### config.mk
export PLATFORM = sky130hd
export DESIGN_NAME = los_detector
export DESIGN_NICKNAME = d
export VERILOG_FILES = /design/src/rtl/los_pkg.sv /design/src/rtl/los_zero_run.sv /design/src/rtl/los_window.sv /design/src/rtl/los_detector.sv
export SDC_FILE = /design/constraint.sdc
export NUM_CORES = 1
export LEC_CHECK = 0
export ABC_CLOCK_PERIOD_IN_PS = 4800
export BUFFER_PORTS_ARGS = -buffer_cell sky130_fd_sc_hd__buf_4
export CORE_AREA = 2 2 48 50
export DETAILED_ROUTE_END_ITERATION = 8
export DIE_AREA = 0 0 50 52
export MAX_ROUTING_LAYER = met4
export PLACE_DENSITY = 0.75
export RECOVER_POWER = 50
export SYNTH_ARGS = -nofsm -noshare
export SYNTH_HDL_FRONTEND = slang
export SYNTH_HIERARCHICAL = 1
export SYNTH_SLANG_ARGS = --single-unit
### constraint.sdc
create_clock -name clk_i -period 4.8 [get_ports clk_i]
set_input_delay 0.96 -clock clk_i [delete_from_list [all_inputs] [get_ports clk_i]]
set_output_delay 0.96 -clock clk_i [all_outputs]
set_load 0.005 [all_outputs]
### src/rtl/los_pkg.sv
package los_pkg;

  typedef enum logic [1:0] {
    MODE_DS3  = 2'b00,
    MODE_STS1 = 2'b01,
    MODE_E3   = 2'b10,
    MODE_RSVD = 2'b11
  } line_mode_e;

endpackage

### src/rtl/los_zero_run.sv
module los_zero_run
  import los_pkg::*;
#(
  parameter int unsigned LOS_LEN   = 192,
  parameter int unsigned THR_SHORT = 3,
  parameter int unsigned THR_LONG  = 4
) (
  input  logic       clk_i,
  input  logic       rst_ni,
  input  logic       valid_i,
  input  logic       data_i,
  input  line_mode_e mode_i,
  output logic       excess_o,  // sampled zero is inside an excessive run
  output logic       first_o,   // first excessive bit of this run
  output logic       full_o     // run reaches LOS_LEN on this bit
);

  localparam int unsigned CW = $clog2(LOS_LEN + 2);
  localparam logic [CW-1:0] LOS_MAX = CW'(LOS_LEN);

  logic [CW-1:0] run_q, run_inc, thr;
  logic          fired_q;
  logic          zero_bit;

  always_comb begin
    unique case (mode_i)
      MODE_E3: thr = CW'(THR_LONG);
      default: thr = CW'(THR_SHORT);
    endcase
  end

  assign zero_bit = valid_i && !data_i;
  assign run_inc  = run_q + CW'(1);
  assign excess_o = zero_bit && (run_inc >= thr);
  assign first_o  = excess_o && !fired_q;
  assign full_o   = zero_bit && (run_inc >= LOS_MAX);

  always_ff @(posedge clk_i or negedge rst_ni) begin
    if (!rst_ni) begin
      run_q   <= '0;
      fired_q <= 1'b0;
    end else if (valid_i) begin
      if (data_i) begin
        run_q   <= '0;
        fired_q <= 1'b0;
      end else begin
        if (run_q != LOS_MAX) run_q <= run_inc;
        if (first_o) fired_q <= 1'b1;
      end
    end
  end


  run_sat_chk: assert property (@(posedge clk_i) disable iff (!rst_ni)
    (run_q == LOS_MAX && zero_bit) |=> run_q == LOS_MAX);


  one_pulse_chk: assert property (@(posedge clk_i) disable iff (!rst_ni)
    (first_o && !data_i) |=> !first_o);


  idle_hold_chk: assert property (@(posedge clk_i) disable iff (!rst_ni)
    !valid_i |=> $stable(run_q) && $stable(fired_q));

endmodule

### src/rtl/los_window.sv
module los_window #(
  parameter int unsigned WIN_LEN = 192
) (
  input  logic clk_i,
  input  logic rst_ni,
  input  logic valid_i,
  input  logic set_i,     // run reached alarm length
  input  logic excess_i,  // excessive-zero bit this cycle
  output logic los_o
);

  localparam int unsigned WW = $clog2(WIN_LEN + 1);
  localparam logic [WW-1:0] WIN_LAST = WW'(WIN_LEN - 1);

  logic [WW-1:0] win_q;
  logic          los_q;

  always_ff @(posedge clk_i or negedge rst_ni) begin
    if (!rst_ni) begin
      los_q <= 1'b0;
      win_q <= '0;
    end else if (valid_i) begin
      if (!los_q) begin
        win_q <= '0;
        if (set_i) los_q <= 1'b1;
      end else if (excess_i) begin
        win_q <= '0;
      end else if (win_q == WIN_LAST) begin
        win_q <= '0;
        los_q <= 1'b0;
      end else begin
        win_q <= win_q + WW'(1);
      end
    end
  end

  assign los_o = los_q;


  win_restart_chk: assert property (@(posedge clk_i) disable iff (!rst_ni)
    (los_q && valid_i && excess_i) |=> (win_q == '0) && los_q);


  clear_cause_chk: assert property (@(posedge clk_i) disable iff (!rst_ni)
    $fell(los_q) |-> $past(valid_i && !excess_i));

endmodule

### src/rtl/los_detector.sv
module los_detector
  import los_pkg::*;
#(
  parameter int unsigned LOS_LEN   = 192,
  parameter int unsigned WIN_LEN   = 192,
  parameter int unsigned THR_SHORT = 3,
  parameter int unsigned THR_LONG  = 4
) (
  input  logic       clk_i,
  input  logic       rst_ni,
  input  logic       valid_i,
  input  logic       data_i,
  input  logic [1:0] mode_i,
  output logic       los_o,
  output logic       exz_o
);

  logic excess, first, full;
  logic exz_q;

  los_zero_run #(
    .LOS_LEN  (LOS_LEN),
    .THR_SHORT(THR_SHORT),
    .THR_LONG (THR_LONG)
  ) u_run (
    .clk_i   (clk_i),
    .rst_ni  (rst_ni),
    .valid_i (valid_i),
    .data_i  (data_i),
    .mode_i  (line_mode_e'(mode_i)),
    .excess_o(excess),
    .first_o (first),
    .full_o  (full)
  );

  los_window #(
    .WIN_LEN(WIN_LEN)
  ) u_win (
    .clk_i   (clk_i),
    .rst_ni  (rst_ni),
    .valid_i (valid_i),
    .set_i   (full),
    .excess_i(excess),
    .los_o   (los_o)
  );

  always_ff @(posedge clk_i or negedge rst_ni) begin
    if (!rst_ni) exz_q <= 1'b0;
    else         exz_q <= first;
  end

  assign exz_o = exz_q;


  idle_out_chk: assert property (@(posedge clk_i) disable iff (!rst_ni)
    !valid_i |=> $stable(los_o) && !exz_o);


  los_rise_chk: assert property (@(posedge clk_i) disable iff (!rst_ni)
    $rose(los_o) |-> $past(valid_i && !data_i));


  pulse_width_chk: assert property (@(posedge clk_i) disable iff (!rst_ni)
    exz_o |=> !exz_o);

endmodule

Word-level counts from Yosys, hierarchy flattened

Index checks and enable logic that the tools add are counted.

Word-level logic and storage cells: 34
Bits in registers: 19

Eq/ne operators: 3
$add $sub $neg: 2
Mux-type cells: 12
Order comparisons: 2
Reductions and logical operators: 10

Operator list:

| operator                                    | count |
|---|---|
| 2-to-1 mux 8 bit                            | 5 |
| adder 8 x 1 -> 8 bit, second input constant | 2 |
| equality test 8 bit, second input constant  | 1 |
| >= comparator 8 x 3 -> 1 bit                | 1 |
| >= comparator 8 bit, second input constant  | 1 |
| != test 8 bit, second input constant        | 1 |
| 2-to-1 mux 1 bit                            | 6 |
| logical AND 1 bit                           | 4 |
| AND reduction 2 bit                         | 2 |
| nonzero test 2 bit                          | 2 |
| 2-to-1 mux 3 bit                            | 1 |
| equality test 2 bit, second input constant  | 1 |
| zero test 1 bit                             | 2 |

Longest topological paths before layout

Depth after elaboration: 7
Gate-level depth with buffers: 12
Depth with buffers taken out: 12

By module

The synthesis kept the hierarchy.

By module, submodules not included:

| module       | cells an instance | area an instance (um2) | seq. area each (um2) | instances |
|---|---|---|---|---|
| los_zero_run | 74                | 651.9                  | 225.2                | 1 |
| los_window   | 52                | 486.7                  | 225.2                | 1 |
| los_detector | 1                 | 25.0                   | 25.0                 | 1 |

Least setup slack after synthesis

Ideal clock, no wire load.

Path type: input to register
Start point: input port mode_i[1]
End point: register u_win.win_q[3]
Path buffers: 0
Data arrival time: 2.540 ns
Path slack: 2.136 ns
Cell stages on the path: 12
Path through: nor2b_1 > inv_1 > ha_1 > o21ai_0 > a31oi_1 > nor2_1 > o2111a_2 > nor2_1 > and2b_1 > o211ai_2 > nor3_1 > a211o_1

Word-level cells in the longest chain between the ends: 6

Ends and longest elaborated chain:

| item                         | line               | text |
|---|---|---|
| from (decl)                  | los_detector.sv:13 | `input logic [1:0] mode_i,` |
| equality test 2 bit          | los_zero_run.sv:26 | `unique case (mode_i)` |
| 2-to-1 mux 3 bit             | los_zero_run.sv:26 |  |
| >= comparator 8 x 3 -> 1 bit | los_zero_run.sv:34 | `assign excess_o = zero_bit && (run_inc >= thr);` |
| logical AND 1 bit            | los_zero_run.sv:34 |  |
| named net excess             | los_detector.sv:18 | `logic excess, first, full;` |
| 2-to-1 mux 8 bit             | los_window.sv:26   | `end else if (excess_i) begin` |
| 2-to-1 mux 8 bit             | los_window.sv:23   | `if (!los_q) begin` |
| to (signal assigned)         | los_window.sv:32   | `win_q <= win_q + WW'(1);` |
| to (decl)                    | los_window.sv:15   | `logic [WW-1:0] win_q;` |

The timed path passes the listed nets, and every way through them passes these cells.
A chain may end at the register's enable or synchronous reset.

Worst setup path after layout

Start point: input port mode_i[0]
End point: register u_win.win_q[6]

Same word-level chain as after synthesis.

==> results.py <==
metrics = {
    "route": {
        "ant_nets": 0,
        "viasPerCell": 6.006,
        "routed_wl_um": 2380,
        "drc": 0,
        "vias": 985,
        "routedWlPerCell_um": 14.51,
        "dr.pass1.iters": 4,
        "drtIter0Drc": 23,
    },
    "place": {
        "portBuffers": 7,
        "gp_congestion": 0.8922,
        "place_ws_ps": 1870,
        "hpwlAfterDp_um": 1753,
    },
    "critical_path": {
        "startpoint_type": "input pin",
        "crit_fanout": 7,
        "crit_required_ps": 4990,
        "path_cells": "buf_4 > nor2b_1 > inv_1 > ha_1 > o21ai_0 > a31oi_1 > nor2_1 > o2111a_2 > nor2_1 > and2b_1 > nand2_1 > nor2_1 > a22o_1",
        "path_buf_inv": 2,
        "cpMostUsedCell": "nor2_1",
        "end_kind": "flop",
        "critPathArrivalTime_ps": 2810,
        "slowest_stage": "and2b_1",
        "slowest_delay_ps": 270,
        "path_class": "in2reg",
        "crit_family": "simple AND/OR/NAND/NOR gates",
    },
    "synth": {
        "post_synth_num_cell_types": 42,
        "ys_warn_count": 6,
        "async_flop_share_pct": 100.0,
        "synth-seq-cells": 19,
        "synth_fp_nets": 138,
        "synth_edf_count": 0,
        "ys_seq_area_share_pct": 40.86,
        "syn-cell-area_um2": 1164,
        "syn_avg_cell_area_um2": 9.162,
        "synth-main-ff-cell": "dfrtp_1",
        "netlist_instances": 127,
    },
    "floorplanning": {
        "fp-row-count": 17,
        "die_x_um": 50,
        "die_y_um": 52,
        "core_area_um2": 2106,
        "design.portCount": 8,
        "die-area_um2": 2600,
        "initial_core_util_pct": 55.26,
    },
    "clocking": {
        "clk_pin_slew_worst_paths_ps": 110,
        "clock_latency_ps": 300,
        "cts_sinks": 19,
        "cts_hold_buf": 0,
        "cts_max_path_buffers": 2,
        "cts_root_buf": "clkbuf_4",
        "numCtsBuffers": 3,
        "cts_tree": "done",
        "cts_resized": 0,
        "htree_levels": 1,
        "cts_setup_buffers": 0,
    },
    "grt": {
        "gr-total-overflow": 0,
        "grt_max_degree": 20,
        "first_global_vias": 980,
        "grt_pass1_wl_um": 4181,
        "antenna_found_initial": 0,
        "grt_util_all_layers_pct": 21.91,
    },
    "timing": {
        "setup_viol": 0,
        "skew_ps": 6.663,
        "hold_viol_final": 0,
        "fin_ws_ps": 2176,
        "timing.final.crit_share_pct": 54.67,
        "fmax_mhz": 381.1,
        "worst_pin_slew_ps": 1047,
        "drv_slew": 0,
        "relSlewSlack_pct": 30.18,
        "fin_crit_ps": 2624,
        "rsz0062_at_grt": "no",
        "fin_setup_tns_ps": 0,
    },
    "power": {
        "p_leak_nw": 0.5558,
        "p_switching_w": 0.00008954,
        "power.density_nw_per_um2": 248.7,
        "clkPwrFrac_pct": 26.0,
        "ir_drop_mv": 0.2309,
        "combPwrFrac_pct": 17.8,
        "netSwitchingFraction_pct": 28.48,
        "seqPwrFrac_pct": 56.2,
        "p_int_w": 0.0002248,
        "power_w": 0.0003143,
    },
    "cells_and_area": {
        "antenna_cells": 0,
        "layout-drive-gt1-share_pct": 15.44,
        "seq_area_um2": 475.5,
        "nFillCells": 196,
        "final_nets": 148,
        "syn_to_final_growth_pct": 8.602,
        "utilization_pct": 60.01,
        "multiInputGateArea_um2": 648.1,
    },
    "run": {
        "cap_violations": 0,
    },
    "outcome": {
        "status": "complete, no violations",
    },
    "hold_path": {
        "hold_class": "reg2reg",
    },
}
through the flow:
stage,cell area [µm²],hold slack [ps],std cells
finish,1264,494.6,164
CTS,1267,492.5,164
global placement,1241,461.1,160
global route,1264,511.0,164
detailed placement,1241,467.6,160
floorplan,1164,433.8,127
power by group through the flow:
stage | combinational (W) | sequential [W] | clock, W
2_1_floorplan | 0.0000377 | 0.000178 | 0
3_3_place_gp | 0.0000538 | 0.000179 | 0
3_5_place_dp | 0.0000561 | 0.000180 | 0
4_1_cts | 0.0000563 | 0.000176 | 0.0000853
5_1_grt | 0.0000627 | 0.000178 | 0.0000896
6_report | 0.0000559 | 0.000177 | 0.0000819
registers in the layout (all words and copies together) (netlist names):
signal         flops
exz_o              1
u_win/los_o        1
u_win/win_q        8
u_run/fired_q      1
u_run/run_q        8
cell type report:
| class | count | share of cell area (%) |
|---|---|---|
| inverter | 8 | 2.376 |
| timing repair buffer | 7 | 3.861 |
| clock buffer | 4 | 2.079 |
| tap | 28 | 2.772 |
| sequential | 19 | 37.62 |
| multi-input combinational | 98 | 51.29 |
Yosys cell counts (all sizes together), types with 2 or more instances:
master | instances | area share, %
o31ai | 2 | 1.7
ha | 5 | 5.4
nand2b | 3 | 1.6
nand3 | 8 | 3.9
xnor2 | 2 | 1.5
inv | 8 | 2.6
a32o | 2 | 1.7
a22o | 4 | 3.0
dfrtp | 19 | 41
xor2 | 3 | 2.3
nor3 | 6 | 3.0
nand2 | 14 | 4.5
and3 | 2 | 1.2
o21ai | 16 | 7.2
nor2 | 12 | 3.9
path summary, 6_finish.rpt:
kind	to	slack [ps]	startpoint	cells after the start
max reg2reg	u_win/win_q[5]$_DFFE_PN0P_	2180	u_run/run_q[0]$_DFFE_PN0P_	12
max	u_win/win_q[6]$_DFFE_PN0P_	2180	mode_i[0]	13
min in group asynchronous	u_win/win_q[0]$_DFFE_PN0P_	810	rst_ni	1
min reg2reg	exz_o$_DFF_PN0_	490	u_run/fired_q$_DFFE_PN0P_	1
max in group asynchronous	u_win/los_o$_DFFE_PN0P_	3350	rst_ni	1
min	exz_o$_DFF_PN0_	490	u_run/fired_q$_DFFE_PN0P_	1
layout by cell type, fill, tap and decap left out, drive strengths merged, types with 2 or more instances in the layout:
| cell type | synthesis | layout |
|---|---|---|
| dfrtp | 19 | 19 |
| o21ai | 16 | 16 |
| nand2 | 14 | 14 |
| nor2 | 12 | 12 |
| inv | 8 | 8 |
| nand3 | 8 | 8 |
| buf | 1 | 6 |
| nor3 | 6 | 6 |
| ha | 5 | 5 |
| clkbuf | 1 | 5 |
| a22o | 4 | 4 |
| xor2 | 3 | 3 |
| nand2b | 3 | 3 |
| xnor2 | 2 | 2 |
| a32o | 2 | 2 |
| and3 | 2 | 2 |
| o31ai | 2 | 2 |
per-layer routing:
layer / track usage [%] / up-vias / wire length (µm)
met2: 39.47 / 11 / 1257
li1: - / 482 / -
met4: 10.65 / 0 / 17
met3: 2.586 / 2 / 45
met5: - / - / 0
met1: 24.03 / 490 / 1059
cells by family (layout without fill, tap and decap cells):
family          count (synthesis)  count (layout)  synth area share [%]
flops                          19              19                 40.86
buf+inv                        10              19                 3.440
compound gates                 34              34                 21.72
simple gates                   53              53                 23.98
xor+xnor                        5               5                 3.764
mux                             1               1                0.8602
fa+ha+maj                       5               5                 5.376
(Power assumes the default switching activity.)
